### src/rtl/fpx_pkg.sv
package fpx_pkg;
  localparam int unsigned NUM_EXC = 6;
  localparam int unsigned EXC_INV = 0;
  localparam int unsigned EXC_DZE = 1;
  localparam int unsigned EXC_OVF = 2;
  localparam int unsigned EXC_UNF = 3;
  localparam int unsigned EXC_INE = 4;
  localparam int unsigned EXC_IOV = 5;
  localparam int unsigned QUAL_W  = 3;

  typedef struct packed {
    logic sw_compl;
    logic unf_block;
    logic ine_en;
    logic iov_en;
  } fpx_qual_t;
endpackage

### src/rtl/fpx_qual_decode.sv
module fpx_qual_decode
  import fpx_pkg::*;
(
  input  logic [QUAL_W-1:0] qual_i,
  output fpx_qual_t         dec_o
);
  always_comb begin
    dec_o = '0;
    case (qual_i)
      3'd1: dec_o.unf_block = 1'b1;                            // U
      3'd2: dec_o.iov_en    = 1'b1;                            // V
      3'd3: dec_o.sw_compl  = 1'b1;                            // S
      3'd4: begin dec_o.sw_compl = 1'b1; dec_o.unf_block = 1'b1; end
      3'd5: begin dec_o.sw_compl = 1'b1; dec_o.unf_block = 1'b1; dec_o.ine_en = 1'b1; end
      3'd6: begin dec_o.sw_compl = 1'b1; dec_o.iov_en = 1'b1; end
      3'd7: begin dec_o.sw_compl = 1'b1; dec_o.iov_en = 1'b1; dec_o.ine_en = 1'b1; end
      default: dec_o = '0;
    endcase
  end
endmodule

### src/rtl/fpx_flag_adjust.sv
module fpx_flag_adjust
  import fpx_pkg::*;
(
  input  logic [NUM_EXC-1:0] flags_i,
  input  logic               denorm_i,
  input  logic               sw_compl_i,
  output logic [NUM_EXC-1:0] flags_o
);
  // denormal operand without software completion: invalid replaces underflow
  always_comb begin
    flags_o = flags_i;
    if (denorm_i && !sw_compl_i) begin
      flags_o[EXC_UNF] = 1'b0;
      flags_o[EXC_INV] = 1'b1;
    end
  end
endmodule

### src/rtl/fpx_status_reg.sv
module fpx_status_reg
  import fpx_pkg::*;
(
  input  logic               clk_i,
  input  logic               rst_ni,
  input  logic               upd_i,
  input  logic [NUM_EXC-1:0] flags_i,
  input  logic               we_i,
  input  logic [NUM_EXC-1:0] wdata_i,
  output logic [NUM_EXC:0]   status_o
);
  logic [NUM_EXC-1:0] sts_q;

  always_ff @(posedge clk_i or negedge rst_ni) begin
    if (!rst_ni)    sts_q <= '0;
    else if (we_i)  sts_q <= wdata_i;
    else if (upd_i) sts_q <= sts_q | flags_i;
  end

  assign status_o = {|sts_q, sts_q};

  assert_sticky_R1: assert property (@(posedge clk_i) disable iff (!rst_ni)
    !$past(we_i) |-> ((sts_q & $past(sts_q)) == $past(sts_q)));
  assert_flags_recorded_R1: assert property (@(posedge clk_i) disable iff (!rst_ni)
    ($past(upd_i) && !$past(we_i)) |-> ((sts_q & $past(flags_i)) == $past(flags_i)));
  assert_write_wins_R10: assert property (@(posedge clk_i) disable iff (!rst_ni)
    $past(we_i) |-> (sts_q == $past(wdata_i)));
endmodule

### src/rtl/fpx_trap_gen.sv
module fpx_trap_gen
  import fpx_pkg::*;
#(
  parameter int unsigned PC_W = 32
) (
  input  logic               clk_i,
  input  logic               rst_ni,
  input  logic               valid_i,
  input  logic [NUM_EXC-1:0] flags_i,
  input  fpx_qual_t          dec_i,
  input  logic [NUM_EXC-1:0] mask_i,
  input  logic [PC_W-1:0]    pc_i,
  output logic               trap_o,
  output logic [NUM_EXC:0]   summary_o,
  output logic [PC_W-1:0]    pc_o
);
  localparam logic [PC_W-1:0] PC_STEP = PC_W'(4);

  logic [NUM_EXC-1:0] en, cause;
  logic               fire;

  for (genvar i = 0; i < NUM_EXC; i++) begin : g_en
    logic base;
    if (i == EXC_UNF)      begin : g_unf assign base = !dec_i.unf_block; end
    else if (i == EXC_INE) begin : g_ine assign base = dec_i.ine_en;     end
    else if (i == EXC_IOV) begin : g_iov assign base = dec_i.iov_en;     end
    else                   begin : g_fix assign base = 1'b1;             end
    assign en[i] = base && !(dec_i.sw_compl && mask_i[i]);
  end

  assign cause = flags_i & en;
  assign fire  = valid_i && (|cause);

  always_ff @(posedge clk_i or negedge rst_ni) begin
    if (!rst_ni) begin
      trap_o    <= 1'b0;
      summary_o <= '0;
      pc_o      <= '0;
    end else begin
      trap_o    <= fire;
      summary_o <= fire ? {cause, dec_i.sw_compl} : '0;
      pc_o      <= fire ? pc_i + PC_STEP : '0;
    end
  end

  assert_trap_has_cause_R12: assert property (@(posedge clk_i) disable iff (!rst_ni)
    trap_o |-> (summary_o[NUM_EXC:1] != '0));
  assert_no_trap_idle_R12: assert property (@(posedge clk_i) disable iff (!rst_ni)
    !$past(valid_i) |-> !trap_o);
  assert_mask_honoured_R4: assert property (@(posedge clk_i) disable iff (!rst_ni)
    (trap_o && summary_o[0]) |-> ((summary_o[NUM_EXC:1] & $past(mask_i)) == '0));
endmodule

### src/rtl/fpx_trap_unit.sv
module fpx_trap_unit
  import fpx_pkg::*;
#(
  parameter int unsigned PC_W = 32
) (
  input  logic               clk_i,
  input  logic               rst_ni,
  input  logic               op_valid_i,
  input  logic [5:0]         op_flags_i,
  input  logic               op_denorm_i,
  input  logic [2:0]         op_qual_i,
  input  logic [PC_W-1:0]    op_pc_i,
  input  logic [5:0]         trap_mask_i,
  input  logic               csr_we_i,
  input  logic [5:0]         csr_wdata_i,
  output logic [6:0]         status_o,
  output logic               trap_o,
  output logic [6:0]         trap_summary_o,
  output logic [PC_W-1:0]    trap_pc_o
);
  fpx_qual_t          dec;
  logic [NUM_EXC-1:0] flags_adj;

  fpx_qual_decode u_dec (.qual_i(op_qual_i), .dec_o(dec));

  fpx_flag_adjust u_adj (
    .flags_i(op_flags_i), .denorm_i(op_denorm_i),
    .sw_compl_i(dec.sw_compl), .flags_o(flags_adj)
  );

  fpx_status_reg u_sts (
    .clk_i(clk_i), .rst_ni(rst_ni), .upd_i(op_valid_i), .flags_i(flags_adj),
    .we_i(csr_we_i), .wdata_i(csr_wdata_i), .status_o(status_o)
  );

  fpx_trap_gen #(.PC_W(PC_W)) u_trap (
    .clk_i(clk_i), .rst_ni(rst_ni), .valid_i(op_valid_i), .flags_i(flags_adj),
    .dec_i(dec), .mask_i(trap_mask_i), .pc_i(op_pc_i),
    .trap_o(trap_o), .summary_o(trap_summary_o), .pc_o(trap_pc_o)
  );

  assert_ret_pc_R9: assert property (@(posedge clk_i) disable iff (!rst_ni)
    trap_o |-> (trap_pc_o == $past(op_pc_i) + PC_W'(4)));
  assert_swc_R3: assert property (@(posedge clk_i) disable iff (!rst_ni)
    trap_o |-> (trap_summary_o[0] == ($past(op_qual_i) >= 3'd3)));
  assert_ine_gate_R6: assert property (@(posedge clk_i) disable iff (!rst_ni)
    (trap_o && trap_summary_o[1+EXC_INE]) |-> ($past(op_qual_i) == 3'd5 || $past(op_qual_i) == 3'd7));
  assert_iov_gate_R7: assert property (@(posedge clk_i) disable iff (!rst_ni)
    (trap_o && trap_summary_o[1+EXC_IOV]) |-> ($past(op_qual_i) inside {3'd2, 3'd6, 3'd7}));
  assert_unf_block_R5: assert property (@(posedge clk_i) disable iff (!rst_ni)
    (trap_o && trap_summary_o[1+EXC_UNF]) |-> !($past(op_qual_i) inside {3'd1, 3'd4, 3'd5}));
  assert_denorm_inv_R8: assert property (@(posedge clk_i) disable iff (!rst_ni)
    ($past(op_valid_i) && $past(op_denorm_i) && $past(op_qual_i) < 3'd3 && !$past(csr_we_i))
    |-> (status_o[EXC_INV] && trap_o && !trap_summary_o[1+EXC_UNF]));
endmodule

### config.mk
export PLATFORM = sky130hd
export DESIGN_NAME = fpx_trap_unit
export DESIGN_NICKNAME = d
export VERILOG_FILES = /design/src/rtl/fpx_pkg.sv /design/src/rtl/fpx_qual_decode.sv /design/src/rtl/fpx_flag_adjust.sv /design/src/rtl/fpx_status_reg.sv /design/src/rtl/fpx_trap_gen.sv /design/src/rtl/fpx_trap_unit.sv
export SDC_FILE = /design/constraint.sdc
export NUM_CORES = 1
export LEC_CHECK = 0
export ABC_AREA = 1
export BUFFER_PORTS_ARGS = -buffer_cell sky130_fd_sc_hd__buf_4
export CORE_MARGIN = 10
export CORE_UTILIZATION = 50
export CTS_CLUSTER_DIAMETER = 80
export DETAILED_ROUTE_END_ITERATION = 10
export PLACE_DENSITY_LB_ADDON = 0.2
export SLEW_MARGIN = 20
export SYNTH_ARGS = -nofsm -noshare
export SYNTH_HDL_FRONTEND = slang
export SYNTH_SLANG_ARGS = --single-unit
### constraint.sdc
create_clock -name clk_i -period 2 [get_ports clk_i]
set_input_delay 0.1 -clock clk_i [delete_from_list [all_inputs] [get_ports clk_i]]
set_output_delay 0.1 -clock clk_i [all_outputs]
set_load 0.02 [all_outputs]
==> out/metrics.csv, run 1 <==
metric;value;unit
drv_slew;0;
clock_latency;0.29;ns
p_leak;1.73;nW
timing.rr.start;u_sts.sts_q[5]$_DFFE_PN0P_;
grt_util_all_layers;18.0;%
critPathLaunchType;input pin;
firstDrtPassIters;4;
clock_path_buffers;2;
endpoint_kind;register;
cts_made_buffers;5;
use_met2;31.5;%
min_from;op_pc_i[1];
tns;0;ns
dieWidth;88.9;um
cp_cell_sequence;dlygate4sd3_1 > buf_4 > ha_1 > nand3_1 > nor2_1 > xnor2_1 > nor2_1;
hold_slack;0.0135;ns
drive_gt1_share;27.9;%
diodes;0;
syn2layout_area_growth;39.3;%
drcViolationCount;0;
seq_area_frac_synth;48.5;%
rr_worst_depth;2;
critPathKind;in -> reg;
required;2.19;ns
whs_endpoint;u_trap.pc_o[1]$_DFF_PN0_;
holdPathStages;3;
initial_core_util;50.9;%
min_path_type;in -> reg;
finalCriticalPeriod;1.56;ns
hpwl;5790;um
status;complete, no violations;
wirelength;7040;um
vias;2313;
fin_area;3310;sq um
worst_pin_slew;0.581;ns
synth_warnings;0;
cts.repair.resized;0;
synth-seq-cells;46;
peakVddDrop;0.311;mV
critical_path.max_fanout;5;
powerDensity;635;nW/um^2
max_freq;641;MHz
grt_overflow;0;
die-area;7900;sq um
grt-busiest-layer;met2;
drtIter0Drc;69;
post_drt_wl_per_cell;14.7;um
syn_area;2370;sq um
grt_util_met3;6.11;%
antenna_found_initial;0;
hold_violations;0;
nets;484;
grt_setup_unrepaired;no;
use_met1;20.8;%
post-cts-setup-buffers;0;
numClockSinks;46;
h-tree-depth;2;
min_period_over_period;77.9;%
setup_ws;0.441;ns
grt_max_degree;47;
rr_endpoint;u_sts.sts_q[5]$_DFFE_PN0P_;
core_area;4660;sq um
ys_types;19;
r2r_slack;1.30;ns
pre_cts_slack;0.577;ns
critPathMaxStageDelay;0.53;ns
slew_headroom;61.2;%
crit_arrival;1.75;ns
port-buffer-count;104;
cts_tree;built;
io_pins;105;
die_h;88.9;um
clock_skew;0;ns
drtAntennaViolNets;0;
critPathBufInv;2;
grt_first_pass_wirelength;11100;um
vias_per_cell;4.82;
cts-root-buf;clkbuf_8;
grt_pass1_vias;2367;
gp_congestion;0.908;
synthCells;314;
placed_area;3190;sq um
final_cells;480;
dp.cells;470;
finalSetupViolations;0;
max-cap-violations;0;
cts.reportedPaths.clkPinSlew;0.09;ns
syn_nets;373;
worst_path_max_delay_cell;dlygate4sd3_1;
avgSynthCellArea;7.56;sq um
cpMostUsedCell;nor2_1;
row_count;25;
crit_family;buffers and inverters;
==> Yosys cell counts <==
cell	count	share of area (%)
buf_6	4	1.9
inv_1	30	4.7
nor4_1	1	0.26
nand2_2	1	0.26
inv_2	1	0.16
o21ai_4	1	0.69
nand4_1	3	0.79
nor2_2	2	0.53
nor3_1	1	0.21
nand3_1	14	3.0
xor2_1	13	4.8
xnor2_1	10	3.7
nand2_1	86	14
ha_1	1	0.53
o21ai_0	1	0.21
a31oi_1	2	0.53
dfrtp_1	46	48
nor2_1	91	14
a21oi_1	6	1.3
==> metrics by stage <==
step	total power [mW]	util, %
2_1_floorplan	1.26	-
3_3_place_gp	1.52	68.5
3_5_place_dp	1.52	68.5
4_1_cts	2.11	70.9
5_1_grt	2.20	70.9
6_report	2.10	70.9
==> layout by cell type, fill, tap and decap left out <==
cell / count
buf_4: 106
nor2_1: 91
nand2_1: 86
dfrtp_1: 46
inv_1: 30
nand3_1: 14
xor2_1: 13
xnor2_1: 10
a21oi_1: 6
clkbuf_8: 5
nand4_1: 3
nor2_2: 2
a31oi_1: 2
dlygate4sd3_1: 2
inv_2: 1
nand2_2: 1
o21ai_0: 1
o21ai_4: 1
nor4_1: 1
nor3_1: 1
ha_1: 1
inv_6: 1
clkinv_4: 1
clkinvlp_4: 1
==> worst max-delay path by stage <==
| stage | from | cells past startpoint | slack, ns | end |
|---|---|---|---|---|
| finish | op_pc_i[2] | 7 | 0.44 | u_trap.pc_o[14]$_DFF_PN0_ |
| global route | op_pc_i[2] | 9 | 0.32 | u_trap.pc_o[30]$_DFF_PN0_ |
| CTS | op_pc_i[2] | 7 | 0.46 | u_trap.pc_o[14]$_DFF_PN0_ |
| detailed placement | op_qual_i[1] | 8 | 0.58 | u_trap.pc_o[22]$_DFF_PN0_ |
| global placement | op_qual_i[1] | 8 | 0.61 | u_trap.pc_o[30]$_DFF_PN0_ |
| floorplan | op_qual_i[1] | 7 | 0.93 | u_trap.summary_o[0]$_DFF_PN0_ |
==> per-layer routing <==
metal,up-vias,share of wire (%)
met2,92,49
met1,1044,41
met3,7,9.6
met4,0,1.0
met5,-,0
li1,1170,-
==> power by group <==
part / switching (mW) / leakage, nW / internal (mW) / total [mW]
registers: 0.0222 / 0.590 / 0.990 / 1.01
logic: 0.277 / 1.10 / 0.213 / 0.490
clock network: 0.344 / 0.0447 / 0.253 / 0.597
==> worst register-to-register path: stages (launching register included) <==
cell and delay, ns:
dfrtp_1 0.41, nor2_1 0.09, a21oi_1 0.08
==> cell families after synthesis <==
group	Yosys count	share of synthesized area, %
xor+xnor	23	8.49
buf+inv	35	6.80
simple gates	199	33.0
compound gates	10	2.69
fa+ha+maj	1	0.527
flops	46	48.5
==> layout make-up <==
class                           count  area [sq um]
Tap cell                           54          67.6
Sequential cell                    46          1150
Clock inverter                      3          25.0
Clock buffer                        5          68.8
Fill cell                         408          1360
Multi-Input combinational cell    233          1060
Timing Repair Buffer              108           816
Inverter                           31           116
==> state kept, by name, summed over array words and instances, names as in the netlist <==
register / count
u_trap.trap_o: 1
u_trap.summary_o: 7
u_sts.sts_q: 6
u_trap.pc_o: 32
==> repair_timing <==
action / CTS / global route
hold endpoints to repair: 47 / 0
setup endpoints to repair: 0 / 0
hold buffers: 2 / 0
(Power assumes the default switching activity.)
==> run 2, diff against run 1 <==
--- a/config.mk
+++ b/config.mk
@@ -5,10 +5,10 @@
 export SDC_FILE = /design/constraint.sdc
 export NUM_CORES = 1
 export LEC_CHECK = 0
-export ABC_AREA = 1
+export ABC_AREA = 0
 export BUFFER_PORTS_ARGS = -buffer_cell sky130_fd_sc_hd__buf_4
 export CORE_MARGIN = 10
-export CORE_UTILIZATION = 50
+export CORE_UTILIZATION = 46
 export CTS_CLUSTER_DIAMETER = 80
 export DETAILED_ROUTE_END_ITERATION = 10
 export PLACE_DENSITY_LB_ADDON = 0.2
==> constraint.sdc (replaced) <==
create_clock -name clk_i -period 1.51 [get_ports clk_i]
set_input_delay 0.0755 -clock clk_i [delete_from_list [all_inputs] [get_ports clk_i]]
set_output_delay 0.0755 -clock clk_i [all_outputs]
set_load 0.02 [all_outputs]
==> run 2 against run 1 <==
  * Clock skew stayed put
  * Via count is 15% lower
  * Worst setup slack worse by 0.24 ns
  * Combinational power is 37% higher
  * Clock-buffer cell count stayed put
  * Wire length is 13% lower
==> out/metrics.csv, run 2 <==
metric;value;unit
status;complete, no violations;
p_leak;1.61;nW
cts.repair.resized;0;
row_count;25;
synth_area_leaders;dfrtp_1 51%, xor2_1 8.1%, nor2_2 8.0%;
mostFrequentLayoutCells;113 x buf_4, 46 x dfrtp_1, 29 x nor2_2;
power.total;2.93;mW
critical_path.max_fanout;3;
r2r_slack;0.74;ns
firstDrtPassIters;4;
final_common_cell;buf_4;
nets;406;
antenna_found_initial;0;
grt_first_pass_wirelength;10000;um
cts-root-buf;clkbuf_8;
h-tree-depth;2;
core_area;4750;sq um
synth-seq-cells;46;
crit_arrival;1.23;ns
top_register;u_trap.pc_o;
grt_overflow;0;
wirelength;6090;um
syn2layout_area_growth;48.5;%
io_pins;105;
clock_skew;0;ns
cts_made_buffers;5;
required;1.43;ns
gp_congestion;0.863;
clock_latency;0.29;ns
initial_core_util;47.5;%
min_path_type;in -> reg;
min_from;op_pc_i[0];
finalSetupViolations;0;
syn_nets;284;
tns;0;ns
ys_types;33;
finalCriticalPeriod;1.30;ns
max-cap-violations;0;
grt_util_all_layers;14.7;%
diodes;0;
largest_registers;u_trap.pc_o x32, u_trap.summary_o x7, u_sts.sts_q x6;
powerDensity;874;nW/um^2
rr_worst_depth;2;
drtAntennaViolNets;0;
yosys-top-cells-count;46 x dfrtp_1, 29 x nor2_2, 23 x nand2_1;
syn_area;2260;sq um
grt_setup_unrepaired;no;
post-cts-setup-buffers;0;
vias_per_cell;4.74;
port-buffer-count;104;
die-area;8110;sq um
critPathLaunchType;register;
synthCells;225;
drcViolationCount;0;
min_period_over_period;86.4;%
async_reset_ff_share;100;%
peakVddDrop;0.610;mV
cts.reportedPaths.clkPinSlew;0.09;ns
die_h;90.1;um
cts_tree;built;
drtIter0Drc;79;
slew_headroom;61.7;%
post_drt_wl_per_cell;14.7;um
vias;1968;
endpoint_kind;output port;
synth_warnings;0;
max_freq;767;MHz
grt_max_degree;47;
synth_top_area_cell;dfrtp_1;
dieWidth;90.1;um
rr_endpoint;u_sts.sts_q[3]$_DFFE_PN0P_;
largest_reg_flops;32;
drive_gt1_share;45.1;%
avgSynthCellArea;10.0;sq um
synth_top_area_share;51.0;%
whs_endpoint;u_trap.pc_o[0]$_DFF_PN0_;
timing.rr.start;u_sts.sts_q[3]$_DFFE_PN0P_;
critPathKind;reg -> out;
yosysMostFrequentCell;dfrtp_1;
hpwl;4790;um
holdPathStages;3;
clock_path_buffers;2;
worst_pin_slew;0.574;ns
numClockSinks;46;
drv_slew;0;
hold_violations;0;
hold_buffers;8;
yosys_most_used_dff;dfrtp_1;
seq_area_frac_synth;51.0;%
synth-edff-count;0;
grt_pass1_vias;2067;
==> run 2: cell count changes after synthesis, sizes merged, moves of 4 or more <==
cell	before	now
nand2	87	23
nor2	93	41
inv	31	7
xor2	13	21
and2	0	7
o21ai	2	9
and3	0	5
nand4	3	7
xnor2	10	6
==> run 2: worst max path at each step <==
stage	start	endpoint	slack (ns)	cells past startpoint
2_1_floorplan	op_pc_i[2]	u_trap.pc_o[14]$_DFF_PN0_	0.05	7
3_3_place_gp	op_qual_i[0]	u_trap.pc_o[5]$_DFF_PN0_	0.008	7
3_5_place_dp	op_qual_i[0]	u_trap.pc_o[5]$_DFF_PN0_	-0.04	7
4_1_cts	u_sts.sts_q[1]$_DFFE_PN0P_	status_o[6]	0.19	3
5_1_grt	u_sts.sts_q[1]$_DFFE_PN0P_	status_o[6]	0.12	3
6_report	u_sts.sts_q[1]$_DFFE_PN0P_	status_o[6]	0.21	3
==> run 2: logic make-up after synthesis <==
kind of cell               count (synthesis)  synth area share [%]
AOI/OAI and AO/OA                         22                  6.49
xor gates and xnor gates                  27                  10.5
adders and majority gates                  1                 0.554
buffers and inverters                     14                  3.38
DFF                                       46                  51.0
muxes                                      2                 0.887
and+or+nand+nor                          113                  27.2
==> run 2: layout make-up <==
type / count / area (sq um)
multi-input combinational: 165 / 1030
fill: 394 / 1400
timing repair buffer: 122 / 948
tap: 67 / 83.8
inverter: 7 / 26.3
clock inverter: 3 / 43.8
clock buffer: 5 / 68.8
sequential: 46 / 1150
==> run 2: power breakdown <==
group          leakage [nW]  switching, mW  internal [mW]  total [mW]
Combinational         0.959          0.358          0.314       0.672
Clock                0.0585          0.418          0.496       0.914
Sequential            0.595         0.0315           1.31        1.34
Total                  1.61          0.808           2.12        2.93
==> run 2: metal layers <==
layer | GRT usage (%) | vias up | part of all wire [%]
met5 | 0 | - | 0
met4 | 3.85 | 0 | 1.2
met3 | 4.66 | 6 | 6.5
met2 | 24.2 | 66 | 48
met1 | 18.1 | 902 | 44
li1 | - | 994 | -
==> run 2: through the flow <==
step | hold WS, ns | std cells | utilization, % | worst slack, ns | area, sq um
detailed placement | 0.113 | 399 | 66.4 | -0.0385 | 3160
CTS | 0.00319 | 415 | 70.5 | 0.190 | 3350
global route | 0.00698 | 415 | 70.5 | 0.117 | 3350
global placement | 0.113 | 399 | 66.4 | 0.00850 | 3160
floorplan | -0.220 | 225 | - | 0.0494 | 2260
finish | 0.00757 | 415 | 70.5 | 0.206 | 3350
==> run 2: worst max-delay path: stages (launching register included) <==
cell	delay [ns]
dfrtp_1	0.41
nor4_1	0.27
nand2_1	0.09
buf_4	0.16
==> run 3, diff against run 2 <==
--- a/config.mk
+++ b/config.mk
@@ -7,6 +7,7 @@
 export LEC_CHECK = 0
 export ABC_AREA = 0
 export BUFFER_PORTS_ARGS = -buffer_cell sky130_fd_sc_hd__buf_4
+export CORE_ASPECT_RATIO = 1.75
 export CORE_MARGIN = 10
 export CORE_UTILIZATION = 46
 export CTS_CLUSTER_DIAMETER = 80
==> run 3 against run 2 <==
  * Critical path depth unchanged
  * Final cell count is 3.9% lower
  * Global-route usage increased by 0.66 points
  * Clock skew did not move
  * Sequential share of layout area up 0.47 points
  * Highest routed layer unchanged
==> out/metrics.csv, run 3 (synthesis gave the netlist of run 2 again) <==
metric;value;unit
finalCriticalPeriod;1.40;ns
die_h;113;um
drtIter0Drc;106;
grt_first_pass_wirelength;10200;um
diodes;0;
worst_pin_slew;0.571;ns
endpoint_kind;output port;
vias_per_cell;5.01;
top_register;u_trap.pc_o;
sw_frac_of_total;29.6;%
gp_congestion;0.888;
clock_latency;0.29;ns
vias;1997;
post_drt_wl_per_cell;15.8;um
drv_slew;0;
port-buffer-count;104;
h-tree-depth;2;
die-area;8220;sq um
clock_skew;0;ns
max-cap-violations;0;
cts.reportedPaths.clkPinSlew;0.09;ns
grt_util_all_layers;15.4;%
required;1.43;ns
hpwl;5040;um
cts_made_buffers;5;
p_clk_share;27.4;%
wirelength;6290;um
critPathLaunchType;register;
powerDensity;842;nW/um^2
critPathKind;reg -> out;
drive_gt1_share;45.0;%
status;complete, no violations;
largest_reg_flops;32;
core_area;4710;sq um
power.total;2.78;mW
power.share.combinational;24.3;%
mostFrequentLayoutCells;112 x buf_4, 46 x dfrtp_1, 29 x nor2_2;
placed_area;3130;sq um
initial_core_util;48.0;%
cts_tree;built;
p_sw;0.823;mW
timing.rr.start;u_sts.sts_q[3]$_DFFE_PN0P_;
drcViolationCount;0;
fin_area;3310;sq um
grt_max_degree;47;
crit_arrival;1.32;ns
setup.worst_path.end;status_o[6];
rr_endpoint;u_sts.sts_q[3]$_DFFE_PN0P_;
min_path_type;in -> reg;
critical_path.max_fanout;3;
grt_pass1_vias;2083;
slew_headroom;62.0;%
min_period_over_period;92.7;%
cts-root-buf;clkbuf_8;
peakVddDrop;0.757;mV
row_count;33;
clock_path_buffers;2;
io_pins;105;
p_leak;1.59;nW
rr_worst_depth;2;
max_freq;714;MHz
numClockSinks;46;
largest_registers;u_trap.pc_o x32, u_trap.summary_o x7, u_sts.sts_q x6;
syn2layout_area_growth;46.5;%
finalSetupViolations;0;
pwr-share-seq;48.3;%
dieWidth;73.0;um
final_common_cell;buf_4;
nets;405;
hold_violations;0;
antenna_found_initial;0;
firstDrtPassIters;4;
grt_overflow;0;
tns;0;ns
r2r_slack;0.75;ns
startpoint;u_sts.sts_q[2]$_DFFE_PN0P_;
drtAntennaViolNets;0;
intPower;1.96;mW
grt_setup_unrepaired;no;
==> run 3: worst min-delay path by stage <==
stage	to	slack, ns	startpoint	cells after the start
4_1_cts	u_trap.pc_o[0]$_DFF_PN0_	0.008	op_pc_i[0]	3
3_5_place_dp	u_trap.summary_o[5]$_DFF_PN0_	0.11	rst_ni	1
5_1_grt	u_sts.sts_q[0]$_DFFE_PN0P_	0.02	csr_wdata_i[0]	3
2_1_floorplan	u_sts.sts_q[0]$_DFFE_PN0P_	-0.22	rst_ni	0
6_report	u_sts.sts_q[0]$_DFFE_PN0P_	0.01	csr_wdata_i[0]	3
3_3_place_gp	u_trap.summary_o[6]$_DFF_PN0_	0.11	rst_ni	1
==> run 3: power by group through the flow <==
| stage | sequential, mW | combinational [mW] | clock [mW] |
|---|---|---|---|
| floorplan | 1.48 | 0.196 | 0 |
| global placement | 1.37 | 0.659 | 0 |
| detailed placement | 1.37 | 0.667 | 0 |
| CTS | 1.34 | 0.684 | 0.785 |
| global route | 1.35 | 0.737 | 0.832 |
| finish | 1.34 | 0.676 | 0.763 |
==> run 3: what timing repair did <==
action | in CTS | in global routing
endpoints found under the hold margin | 52 | 1
buffers inserted | 0 | 0
gates resized for setup | 0 | 0
hold buffers | 7 | 1
==> run 3: layout make-up <==
class                      instances  area [sq um]
fill                             391          1400
clock buffer                       5          68.8
multi-input combinational        165          1030
clock inverter                     3          25.0
timing repair buffer             121           941
inverter                           7          26.3
sequential                        46          1150
tap                               52          65.1
==> run 3: critical path, cell delays in order (launching register included) <==
cell and delay [ns]:
dfrtp_1 0.41, nor4_1 0.37, nand2_1 0.09, buf_4 0.16
==> run 3: metal layers <==
| layer | global-route usage (%) | share of wire, % | vias up |
|---|---|---|---|
| met4 | 4.07 | 0.59 | 0 |
| met2 | 27.5 | 56 | 69 |
| met5 | 0 | 0 | - |
| li1 | - | - | 989 |
| met1 | 16.6 | 37 | 937 |
| met3 | 4.85 | 6.9 | 2 |
==> run 3: metrics by stage <==
| stage | worst slack, ns | hold WS [ns] | utilization, % | std cells |
|---|---|---|---|---|
| 2_1_floorplan | 0.0494 | -0.220 | - | 225 |
| 3_3_place_gp | 0.0196 | 0.110 | 66.6 | 383 |
| 3_5_place_dp | -0.0207 | 0.108 | 66.6 | 383 |
| 4_1_cts | 0.0913 | 0.00840 | 70.0 | 398 |
| 5_1_grt | 0.0624 | 0.0176 | 70.3 | 399 |
| 6_report | 0.110 | 0.0142 | 70.3 | 399 |
